## src/rtl/synth_prog_pkg.sv

```systemverilog
package synth_prog_pkg;
  // Number of control bits above the ratio field
  localparam int CTRL_BITS = 9;

  // Test selections by P1P0 when T0 = 1
  typedef enum logic [1:0] {
    TM_SINK   = 2'b00,
    TM_SOURCE = 2'b01,
    TM_OFF    = 2'b10,
    TM_OBSERVE = 2'b11
  } test_sel_e;
endpackage

```

## src/rtl/synth_bus_sync.sv

```systemverilog
module synth_bus_sync #(
  parameter int STAGES = 2
) (
  input  logic clk,
  input  logic rst_n,
  input  logic data_i,
  input  logic sclk_i,
  input  logic en_i,
  output logic data_s,
  output logic en_s,
  output logic sclk_rise,
  output logic en_fall
);
  logic [2:0] stg [STAGES];
  logic       sclk_d, en_d;

  always_ff @(posedge clk or negedge rst_n) begin
    if (!rst_n) begin
      for (int i = 0; i < STAGES; i++) stg[i] <= '0;
      sclk_d <= 1'b0;
      en_d   <= 1'b0;
    end else begin
      stg[0] <= {data_i, sclk_i, en_i};
      for (int i = 1; i < STAGES; i++) stg[i] <= stg[i-1];
      sclk_d <= stg[STAGES-1][1];
      en_d   <= stg[STAGES-1][0];
    end
  end

  assign data_s    = stg[STAGES-1][2];
  assign en_s      = stg[STAGES-1][0];
  assign sclk_rise = stg[STAGES-1][1] & ~sclk_d;
  assign en_fall   = en_d & ~stg[STAGES-1][0];
endmodule

```

## src/rtl/synth_frame_shifter.sv

```systemverilog
module synth_frame_shifter #(
  parameter int FRAME_W = 26
) (
  input  logic               clk,
  input  logic               rst_n,
  input  logic               data_s,
  input  logic               en_s,
  input  logic               sclk_rise,
  input  logic               en_fall,
  output logic               commit_q,
  output logic [FRAME_W-1:0] word_q
);
  localparam int CNT_W   = $clog2(FRAME_W + 2);
  localparam int CNT_SAT = FRAME_W + 1;

  logic [FRAME_W-1:0] sr;
  logic [CNT_W-1:0]   cnt;

  always_ff @(posedge clk or negedge rst_n) begin
    if (!rst_n) begin
      sr  <= '0;
      cnt <= '0;
    end else if (!en_s) begin
      cnt <= '0;
    end else if (sclk_rise) begin
      sr <= {sr[FRAME_W-2:0], data_s};
      if (cnt != CNT_W'(CNT_SAT)) cnt <= cnt + 1'b1;
    end
  end

  always_ff @(posedge clk or negedge rst_n) begin
    if (!rst_n) begin
      commit_q <= 1'b0;
      word_q   <= '0;
    end else begin
      commit_q <= en_fall && (cnt == CNT_W'(FRAME_W));
      if (en_fall && (cnt == CNT_W'(FRAME_W))) word_q <= sr;
    end
  end
endmodule

```

## src/rtl/synth_ctrl_decode.sv

```systemverilog
module synth_ctrl_decode
  import synth_prog_pkg::*;
#(
  parameter int RATIO_W = 17,
  localparam int FRAME_W = RATIO_W + CTRL_BITS
) (
  input  logic               clk,
  input  logic               rst_n,
  input  logic               commit,
  input  logic [FRAME_W-1:0] word,
  input  logic               div_sync,
  output logic [RATIO_W-1:0] ratio,
  output logic [3:0]         ref_sel,
  output logic [1:0]         cp_code,
  output logic [1:0]         port_on,
  output logic               cp_force_sink,
  output logic               cp_force_source,
  output logic               cp_disable,
  output logic               obs_route
);
  logic [RATIO_W-1:0] ratio_pend;
  logic               pend_vld;
  logic               t0;
  logic [1:0]         pbits;
  test_sel_e          tsel;

  assign t0    = word[RATIO_W+6];
  assign pbits = {word[RATIO_W+8], word[RATIO_W+7]};
  assign tsel  = test_sel_e'(pbits);

  always_ff @(posedge clk or negedge rst_n) begin
    if (!rst_n) begin
      ratio_pend <= '0;
      pend_vld   <= 1'b0;
      ratio      <= '0;
    end else begin
      if (div_sync && pend_vld) ratio <= ratio_pend;
      if (commit) begin
        ratio_pend <= word[RATIO_W-1:0];
        pend_vld   <= 1'b1;
      end else if (div_sync) begin
        pend_vld   <= 1'b0;
      end
    end
  end

  always_ff @(posedge clk or negedge rst_n) begin
    if (!rst_n) begin
      ref_sel         <= '0;
      cp_code         <= '0;
      port_on         <= '0;
      cp_force_sink   <= 1'b0;
      cp_force_source <= 1'b0;
      cp_disable      <= 1'b0;
      obs_route       <= 1'b0;
    end else if (commit) begin
      ref_sel         <= {word[RATIO_W], word[RATIO_W+3:RATIO_W+1]};
      cp_code         <= word[RATIO_W+5:RATIO_W+4];
      port_on         <= t0 ? 2'b00 : pbits;
      cp_force_sink   <= t0 && (tsel == TM_SINK);
      cp_force_source <= t0 && (tsel == TM_SOURCE);
      cp_disable      <= t0 && (tsel == TM_OFF);
      obs_route       <= t0 && (tsel == TM_OBSERVE);
    end
  end
endmodule

```

## src/rtl/synth_prog_if.sv

```systemverilog
module synth_prog_if
  import synth_prog_pkg::*;
#(
  parameter int RATIO_W = 17,
  parameter int SYNC_STAGES = 2
) (
  input  logic               clk,
  input  logic               rst_n,
  input  logic               bus_data,
  input  logic               bus_clk,
  input  logic               bus_en,
  input  logic               div_sync,
  output logic [RATIO_W-1:0] ratio,
  output logic [3:0]         ref_sel,
  output logic [1:0]         cp_code,
  output logic [1:0]         port_on,
  output logic               cp_force_sink,
  output logic               cp_force_source,
  output logic               cp_disable,
  output logic               obs_route
);
  localparam int FRAME_W = RATIO_W + CTRL_BITS;

  logic               data_s, en_s, sclk_rise, en_fall;
  logic               commit_q;
  logic [FRAME_W-1:0] word_q;

  synth_bus_sync #(.STAGES(SYNC_STAGES)) sync_i (
    .clk(clk), .rst_n(rst_n),
    .data_i(bus_data), .sclk_i(bus_clk), .en_i(bus_en),
    .data_s(data_s), .en_s(en_s), .sclk_rise(sclk_rise), .en_fall(en_fall)
  );

  synth_frame_shifter #(.FRAME_W(FRAME_W)) shift_i (
    .clk(clk), .rst_n(rst_n),
    .data_s(data_s), .en_s(en_s), .sclk_rise(sclk_rise), .en_fall(en_fall),
    .commit_q(commit_q), .word_q(word_q)
  );

  synth_ctrl_decode #(.RATIO_W(RATIO_W)) dec_i (
    .clk(clk), .rst_n(rst_n),
    .commit(commit_q), .word(word_q), .div_sync(div_sync),
    .ratio(ratio), .ref_sel(ref_sel), .cp_code(cp_code), .port_on(port_on),
    .cp_force_sink(cp_force_sink), .cp_force_source(cp_force_source),
    .cp_disable(cp_disable), .obs_route(obs_route)
  );
endmodule

```

## config.mk

```make
export PLATFORM = sky130hd
export DESIGN_NAME = synth_prog_if
export DESIGN_NICKNAME = d
export VERILOG_FILES = /design/src/rtl/synth_prog_pkg.sv /design/src/rtl/synth_bus_sync.sv /design/src/rtl/synth_frame_shifter.sv /design/src/rtl/synth_ctrl_decode.sv /design/src/rtl/synth_prog_if.sv
export SDC_FILE = /design/constraint.sdc
export NUM_CORES = 1
export LEC_CHECK = 0
export CAP_MARGIN = 20
export CORE_MARGIN = 8
export CORE_UTILIZATION = 40
export DETAILED_ROUTE_END_ITERATION = 10
export HOLD_SLACK_MARGIN = 0.06
export PLACE_DENSITY = 0.56
export SYNTH_ARGS = -nofsm -noshare
export SYNTH_HDL_FRONTEND = slang
export SYNTH_SLANG_ARGS = --single-unit
```

## constraint.sdc

```tcl
create_clock -name clk -period 2.29 [get_ports clk]
set_input_delay 0.458 -clock clk [delete_from_list [all_inputs] [get_ports clk]]
set_output_delay 0.458 -clock clk [all_outputs]
set_load 0.02 [all_outputs]
```

==> results of run 1 <==
==> per-layer routing <==
metal	track usage, %	up-vias
met1	11.9	1131
met3	4.43	7
li1	-	1020
met2	16.0	35
met5	0	-
met4	6.17	0
==> sequential cells by signal (all words and copies together) (netlist names) <==
signal / cells
dec_i.port_on: 2
sync_i.data_s: 1
dec_i.pend_vld: 1
sync_i.en_s: 1
shift_i.commit_q: 1
dec_i.cp_force_source: 1
dec_i.cp_disable: 1
shift_i.word_q: 26
dec_i.obs_route: 1
shift_i.cnt: 5
dec_i.cp_force_sink: 1
sync_i.sclk_d: 1
sync_i.en_d: 1
shift_i.sr: 26
sync_i.stg: 4
dec_i.ratio_pend: 17
dec_i.cp_code: 2
dec_i.ratio: 17
dec_i.ref_sel: 4
==> cell usage after synthesis, drive strengths merged (2+ instances only) <==
master,count
nand2,10
nor2b,2
inv,9
nand4,3
ha,2
nand3b,2
clkbuf,3
o21ai,2
o22ai,4
dfrtp,113
mux2,92
nand2b,5
buf,7
mux2i,4
==> layout make-up <==
class	count	area, µm²
clock inverter	9	130
clock buffer	22	473
timing repair buffer	41	418
multi-input combinational	131	1300
sequential	113	2830
tap	136	170
inverter	9	33.8
fill	900	4920
==> report_power, final <==
group / total, µW / leakage [µW] / internal, µW / switching (µW)
combinational: 141 / 0.000774 / 74.5 / 66.8
sequential: 2130 / 0.00155 / 2080 / 55.0
clock: 2620 / 0.000285 / 1760 / 856
total: 4890 / 0.00261 / 3910 / 978
==> per-stage QoR <==
stage	hold slack [ns]	util [%]	total power, µW	cells
global route	0.352	52.1	5090	461
floorplan	0.162	-	2230	263
detailed placement	0.335	46.1	2310	429
CTS	0.347	52.1	4970	461
finish	0.346	52.1	4890	461
global placement	0.335	46.1	2310	429
==> layout by cell type (no fill, tap or decap) <==
cell type / Yosys / routed
a21o_1: 1 / 1
a21oi_1: 1 / 1
a311oi_1: 1 / 1
a31o_2: 1 / 1
buf_12: 0 / 2
buf_4: 0 / 5
bufinv_16: 0 / 3
clkbuf_1: 3 / 1
clkbuf_16: 0 / 16
clkbuf_8: 0 / 5
clkdlybuf4s50_1: 0 / 33
clkinv_2: 0 / 2
clkinvlp_4: 0 / 4
dfrtp_1: 113 / 113
dlygate4sd3_1: 0 / 1
ha_1: 2 / 2
inv_1: 9 / 9
mux2_2: 92 / 92
mux2i_1: 4 / 4
nand2_1: 9 / 9
nand2_2: 1 / 1
nand2b_1: 5 / 5
nand3b_1: 2 / 2
nand4_1: 3 / 3
nor2b_1: 2 / 2
nor3_4: 1 / 1
o21ai_0: 2 / 2
o22ai_1: 4 / 4
==> worst paths after layout <==
path / from / end / slack [ns] / depth (start not counted)
setup reg to reg: shift_i.cnt[0] / shift_i.word_q[10] / 0.51 / 6
hold / removal: sync_i.stg[4] / sync_i.stg[1] / 0.35 / 0
min in group asynchronous: rst_n / shift_i.cnt[3] / 0.42 / 2
hold reg to reg: sync_i.stg[4] / sync_i.stg[1] / 0.35 / 0
setup / recovery: dec_i.cp_code[1] / cp_code[1] / 0.36 / 1
max in group asynchronous: rst_n / shift_i.word_q[2] / 1.25 / 3
==> logic make-up (layout without fill, tap and decap cells) <==
| group | count (synthesis) | in the layout | share of synthesized area (%) |
|---|---|---|---|
| buffers and inverters | 19 | 81 | 2.19 |
| muxes | 96 | 96 | 25.5 |
| and+or+nand+nor | 23 | 23 | 3.17 |
| AOI/OAI and AO/OA | 10 | 10 | 1.54 |
| DFF | 113 | 113 | 67.0 |
| adders and majority gates | 2 | 2 | 0.593 |
==> results_dict.tcl, run 1 <==
set metrics [dict create \
    run_status "complete, no violations" \
    dr_wl_met2_mm 3.20 \
    place_congestion 0.682 \
    rsz0062_at_grt "no" \
    diodes 0 \
    cp_max_fo 2 \
    cts_resized 0 \
    synth_edf_count 0 \
    tritoncts "done" \
    yosys.area.top_type_share_pct 67.0 \
    p_leak_uw 0.00261 \
    top_layer_used "met4" \
    synth_flop_cell "dfrtp_1" \
    grt_usage_pct 10.4 \
    worst-path-buf-inv 1 \
    core_um2 10300 \
    drc 0 \
    syn_avg_cell_area_um2 16.0 \
    initial_core_util_pct 41.1 \
    dr_wl_met3_um 280 \
    cts_root_buf "clkbuf_8" \
    hpwl_mm 4.06 \
    synth_area_leaders "dfrtp_1 67%, mux2_2 25%, mux2i_1 0.95%, inv_1 0.80%, nand2_1 0.80%" \
    clk_latency_ns 0.50 \
    crit_path_start_kind "register" \
    post_cts.repair.setup_buffers 0 \
    max_stage_delay_ns 0.61 \
    cap_violations 0 \
    dr.pass1.iters 4 \
    fin_nets 321 \
    ant_nets 0 \
    area_growth_pct 26.8 \
    yosysSeqAreaShare_pct 67.0 \
    io_pins 35 \
    setup_viol_count_final 0 \
    finalMaxSlewViolations 0 \
    path_class "reg -> out" \
    yosys_warnings 0 \
    crit_chain "clkdlybuf4s50_1" \
    drive_gt1_share_pct 40.6 \
    fmax_mhz 519 \
    async_reset_ff_share_pct 100 \
    maxSlewHeadroom_pct 57.2 \
    tns_ns 0 \
    postLayoutSetupSlackWorst_ns 0.364 \
    clock_skew_ns 0.00822 \
    worst_pin_slew_ns 0.641 \
    syn_area_um2 4220 \
    dp_slack_ns 0.495 \
    hp-class "reg -> reg" \
    p_per_area_nw_per_um2 913 \
    syn-num-nets 271 \
    die_area_um2 14100 \
    port_buffers 34 \
    period_minus_slack_ns 1.93 \
    drt_wl_total_mm 6.57 \
    crit_family "buffers and inverters" \
    die-width_um 119 \
    period_share_pct 84.1 \
    max-vdd-ir-drop_mv 0.447 \
    wl_met1_mm 2.99 \
    grt_overflow_total 0 \
    cts_hold_buf 1 \
    hold_viol 0 \
    syn_inst 263 \
    htreeDepth 4 \
    clockBufferDepth 2 \
    antenna_found_initial 0 \
    cts.sinks 113 \
    cts_buffers 17 \
    clk_pin_slew_ns 0.06 \
    synth_top_area_cell "dfrtp_1" \
    place_area_um2 4740 \
    avgRoutedWirePerCell_um 14.2 \
    crit_path_end_kind "output pin" \
    grt_pass1_vias 2400 \
    ys_ff_latch 113 \
    avgViaCountPerCell 4.76 \
    grt_pass1_wl_mm 11.6 \
    crit_arrival_ns 1.47 \
    required_ns 1.83 \
    rows 37 \
    grt_max_degree 52 \
    vias 2193 \
    first_iter_violations 73 \
    slowest_stage "clkdlybuf4s50_1" \
    design_area_um2 5350 \
    synth_cell_types 21 \
    fp.dieH_um 119 \
]
(Power assumes the default switching activity.)
==> inputs of run 2 (changes only) <==
clock period = 1.8 ns   (was 2.29 ns; I/O delays follow)
==> results_dict.tcl, run 2 (synthesis results as in run 1) <==
set metrics [dict create \
    run_status "complete, no violations" \
    cp_max_fo 27 \
    rows 37 \
    tns_ns 0 \
    cts_buffers 17 \
    clockBufferDepth 2 \
    max-vdd-ir-drop_mv 0.558 \
    holdWs_ns 0.306 \
    wl_met1_mm 2.99 \
    grt_pass1_wl_mm 11.7 \
    p_leak_uw 0.00279 \
    worst_pin_slew_ns 0.495 \
    grt_pass1_vias 2418 \
    rrSetupSlack_ns 0.15 \
    diodes 0 \
    period_share_pct 91.8 \
    r2r_end "shift_i.word_q[20]" \
    port_buffers 34 \
    clock_skew_ns 0.00705 \
    p_per_area_nw_per_um2 1160 \
    cts.sinks 113 \
    slowest_stage "dfrtp_1" \
    hp-class "in -> reg" \
    cp.depth 6 \
    maxSlewHeadroom_pct 67.0 \
    area_growth_pct 27.7 \
    crit_arrival_ns 2.03 \
    top_layer_used "met4" \
    clk_latency_ns 0.49 \
    required_ns 2.18 \
    rsz0062_at_grt "no" \
    antenna_found_initial 0 \
    die-width_um 119 \
    avgRoutedWirePerCell_um 13.8 \
    cts_root_buf "clkbuf_8" \
    nFillCells 872 \
    postLayoutSetupSlackWorst_ns 0.148 \
    fp.dieH_um 119 \
    htreeDepth 4 \
    core_um2 10300 \
    period_minus_slack_ns 1.65 \
    clk_pin_slew_ns 0.05 \
    layout_common_cells "113 x dfrtp_1, 92 x mux2_2, 29 x dlygate4sd2_1" \
    utilization_pct 52.4 \
    largestRegisters "shift_i.sr (26), shift_i.word_q (26)" \
    crit_path_start_kind "register" \
    fmax_mhz 605 \
    grt_overflow_total 0 \
    r2r_cells 6 \
    r2r-start "shift_i.cnt[0]" \
    fin_nets 324 \
    min_to "sync_i.stg[4]" \
    cap_violations 0 \
    vias 2195 \
    dr_wl_met3_um 240 \
    final_common_cell "dfrtp_1" \
    dr.pass1.iters 4 \
    die_area_um2 14100 \
    min_from "bus_clk" \
    drc 0 \
    initial_core_util_pct 41.1 \
    grt_max_degree 36 \
    hold_viol 0 \
    setup_viol_count_final 0 \
    first_iter_violations 58 \
    dp_slack_ns 0.148 \
    grt_usage_pct 10.3 \
    max_stage_delay_ns 0.41 \
    finalMaxSlewViolations 0 \
    place_congestion 0.668 \
    io_pins 35 \
    worst-path-buf-inv 2 \
    startpoint "shift_i.cnt[0]" \
    post_cts.repair.setup_buffers 0 \
    path_class "reg -> reg" \
    avgViaCountPerCell 4.72 \
    crit_family "flip-flops" \
    ant_nets 0 \
    drt_wl_total_mm 6.44 \
    tritoncts "done" \
    worstHoldPathCells 1 \
    drive_gt1_share_pct 41.3 \
    dr_wl_met2_mm 3.14 \
    crit_path_end_kind "register" \
    hpwl_mm 4.12 \
    crit_chain "inv_1, ha_1, nand4_1, nor3_4, buf_12, mux2_2" \
]
run 2: cell types whose count changed in the layout (fill, tap and decap cells not counted):
| cell | previous run | this run |
|---|---|---|
| clkinvlp_4 | 4 | 3 |
| clkdlybuf4s50_1 | 33 | 4 |
| buf_12 | 2 | 5 |
| dlygate4sd2_1 | 0 | 29 |
| clkbuf_8 | 5 | 6 |
| clkinv_2 | 2 | 3 |
run 2: through the flow:
| step | total power (µW) | instance area, µm² | cells |
|---|---|---|---|
| floorplan | 2830 | 4220 | 263 |
| global placement | 2940 | 4800 | 432 |
| detailed placement | 2950 | 4800 | 432 |
| CTS | 6360 | 5390 | 465 |
| global route | 6520 | 5390 | 465 |
| finish | 6270 | 5390 | 465 |
run 2: how the worst max path moves through the flow:
stage | to | slack, ns
global route | shift_i.word_q[1] | 0.02
finish | shift_i.word_q[20] | 0.15
global placement | shift_i.word_q[14] | 0.19
floorplan | shift_i.word_q[0] | 0.11
detailed placement | shift_i.word_q[9] | 0.15
CTS | shift_i.word_q[20] | 0.13
run 2: cell type report:
type	instances	area, µm²	area share [%]
timing repair buffer	44	442	8.20
sequential	113	2830	52.5
multi-input combinational	131	1300	24.1
tap	136	170	3.16
clock buffer	23	487	9.03
inverter	9	33.8	0.627
clock inverter	9	128	2.37
run 2: what timing repair did:
action	in CTS	in global routing
gates resized for setup	29	0
hold endpoints to repair	32	0
hold buffers	1	0
setup endpoints to repair	29	0
run 2: power by group:
part	switching, µW	internal (µW)
registers	72.4	2640
clock network	1080	2280
logic	87.2	103
run 2: metal layers:
metal,track usage [%],vias up
met5,0,-
met4,5.69,0
met3,3.76,5
met2,16.1,28
met1,12.0,1125
li1,-,1037
==> inputs of run 3 (changes only) <==
CORE_UTILIZATION = 57   (was 40)
PLACE_DENSITY = 0.76   (was 0.56)
==> results_dict.tcl, run 3 (synthesis results as in run 1) <==
set metrics [dict create \
    run_status "complete, no violations" \
    grt_pass1_wl_mm 11.8 \
    cts_buffers 17 \
    initial_core_util_pct 58.5 \
    cts.sinks 113 \
    vias 2189 \
    grt_max_degree 44 \
    power_uw 6060 \
    crit_path_end_kind "register" \
    layout_common_cells "113 x dfrtp_1, 92 x mux2_2, 29 x dlygate4sd2_1" \
    io_pins 35 \
    fp.dieH_um 102 \
    period_minus_slack_ns 1.70 \
    grt_usage_pct 14.9 \
    slowest_stage "dfrtp_1" \
    cp_max_fo 27 \
    ant_nets 0 \
    hold_viol 0 \
    max_stage_delay_ns 0.42 \
    max-vdd-ir-drop_mv 0.670 \
    place_congestion 0.752 \
    dp_slack_ns 0.165 \
    clk_latency_ns 0.49 \
    crit_arrival_ns 2.07 \
    avgRoutedWirePerCell_um 15.7 \
    setup_viol_count_final 0 \
    drive_gt1_share_pct 42.1 \
    crit_family "flip-flops" \
    period_share_pct 94.2 \
    clock_skew_ns 0.00678 \
    final_common_cell "dfrtp_1" \
    crit_chain "inv_2, ha_1, nand4_1, nor3_4, buf_12, mux2_2" \
    rows 31 \
    postLayoutSetupSlackWorst_ns 0.104 \
    tns_ns 0 \
    antenna_found_initial 0 \
    crit_path_start_kind "register" \
    die_area_um2 10400 \
    dr.pass1.iters 4 \
    p_per_area_nw_per_um2 1140 \
    first_iter_violations 62 \
    design_area_um2 5310 \
    path_class "reg -> reg" \
    drt_wl_total_mm 6.73 \
    area_growth_pct 25.9 \
    grt_overflow_total 0 \
    maxSlewHeadroom_pct 66.7 \
    hp-class "in -> reg" \
    drc 0 \
    port_buffers 34 \
    finalMaxSlewViolations 0 \
    clockBufferDepth 2 \
    die-width_um 102 \
    fin_nets 325 \
    fmax_mhz 590 \
    worst_pin_slew_ns 0.499 \
    htreeDepth 4 \
    post_cts.repair.setup_buffers 0 \
    diodes 0 \
    cts_root_buf "clkbuf_8" \
    avgViaCountPerCell 5.10 \
    worst-path-buf-inv 2 \
    rsz0062_at_grt "no" \
    hpwl_mm 4.19 \
    grt_pass1_vias 2505 \
    required_ns 2.17 \
    core_um2 7210 \
    clk_pin_slew_ns 0.06 \
    p_leak_uw 0.00277 \
    cap_violations 0 \
    largestRegisters "shift_i.sr (26), shift_i.word_q (26)" \
    place_area_um2 4760 \
    tritoncts "done" \
]
==> run 3: changes by cell type in the layout (fill, tap and decap cells not counted), sizes merged <==
cell      delta
bufinv       -1
buf          +1
clkinvlp     +3
clkinv       +2
clkbuf       -4
==> run 3: through the flow <==
stage,utilization (%),hold WS [ns],cells
floorplan,-,0.0644,263
global placement,66.0,0.280,396
detailed placement,66.0,0.285,396
CTS,73.7,0.279,429
global route,73.7,0.292,429
finish,73.7,0.300,429
==> run 3: repair_timing <==
action / in CTS / in global routing
gates resized for setup: 29 / 1
hold buffers: 1 / 0
endpoints found under the hold margin: 20 / 0
setup endpoints to repair: 29 / 6
==> run 3: area by class of cell <==
class	instances	area (µm²)
fillers	475	1900
clock inverters	13	138
flip-flops and latches	113	2830
inverters	9	33.8
clock buffers	19	442
repair buffers	45	449
multi-input cells	131	1300
well taps	99	124
==> run 3: power breakdown <==
group / internal (µW) / total [µW] / switching, µW
registers: 2640 / 2710 / 73.2
logic: 101 / 188 / 86.9
clock network: 2030 / 3150 / 1120
total: 4770 / 6060 / 1280
==> run 3: worst paths after layout <==
path	slack [ns]	start	to	depth (start not counted)
min	0.30	bus_en	sync_i.stg[3]	1
max	0.10	shift_i.cnt[0]	shift_i.word_q[14]	6
min reg2reg	0.35	sync_i.stg[4]	sync_i.stg[1]	0
max reg2reg	0.10	shift_i.cnt[0]	shift_i.word_q[14]	6
min in group asynchronous	0.32	rst_n	dec_i.cp_force_source	2
max in group asynchronous	0.94	rst_n	dec_i.ratio[2]	3
==> run 3: routing by layer <==
| metal | routed length (µm) | up-vias | part of all wire [%] | GRT usage [%] |
|---|---|---|---|---|
| met5 | 0 | - | 0 | 0 |
| met4 | 78 | 0 | 1.2 | 7.45 |
| met3 | 218 | 5 | 3.2 | 4.84 |
| met2 | 3330 | 39 | 49 | 23.5 |
| met1 | 3100 | 1114 | 46 | 17.9 |
| li1 | - | 1031 | - | - |
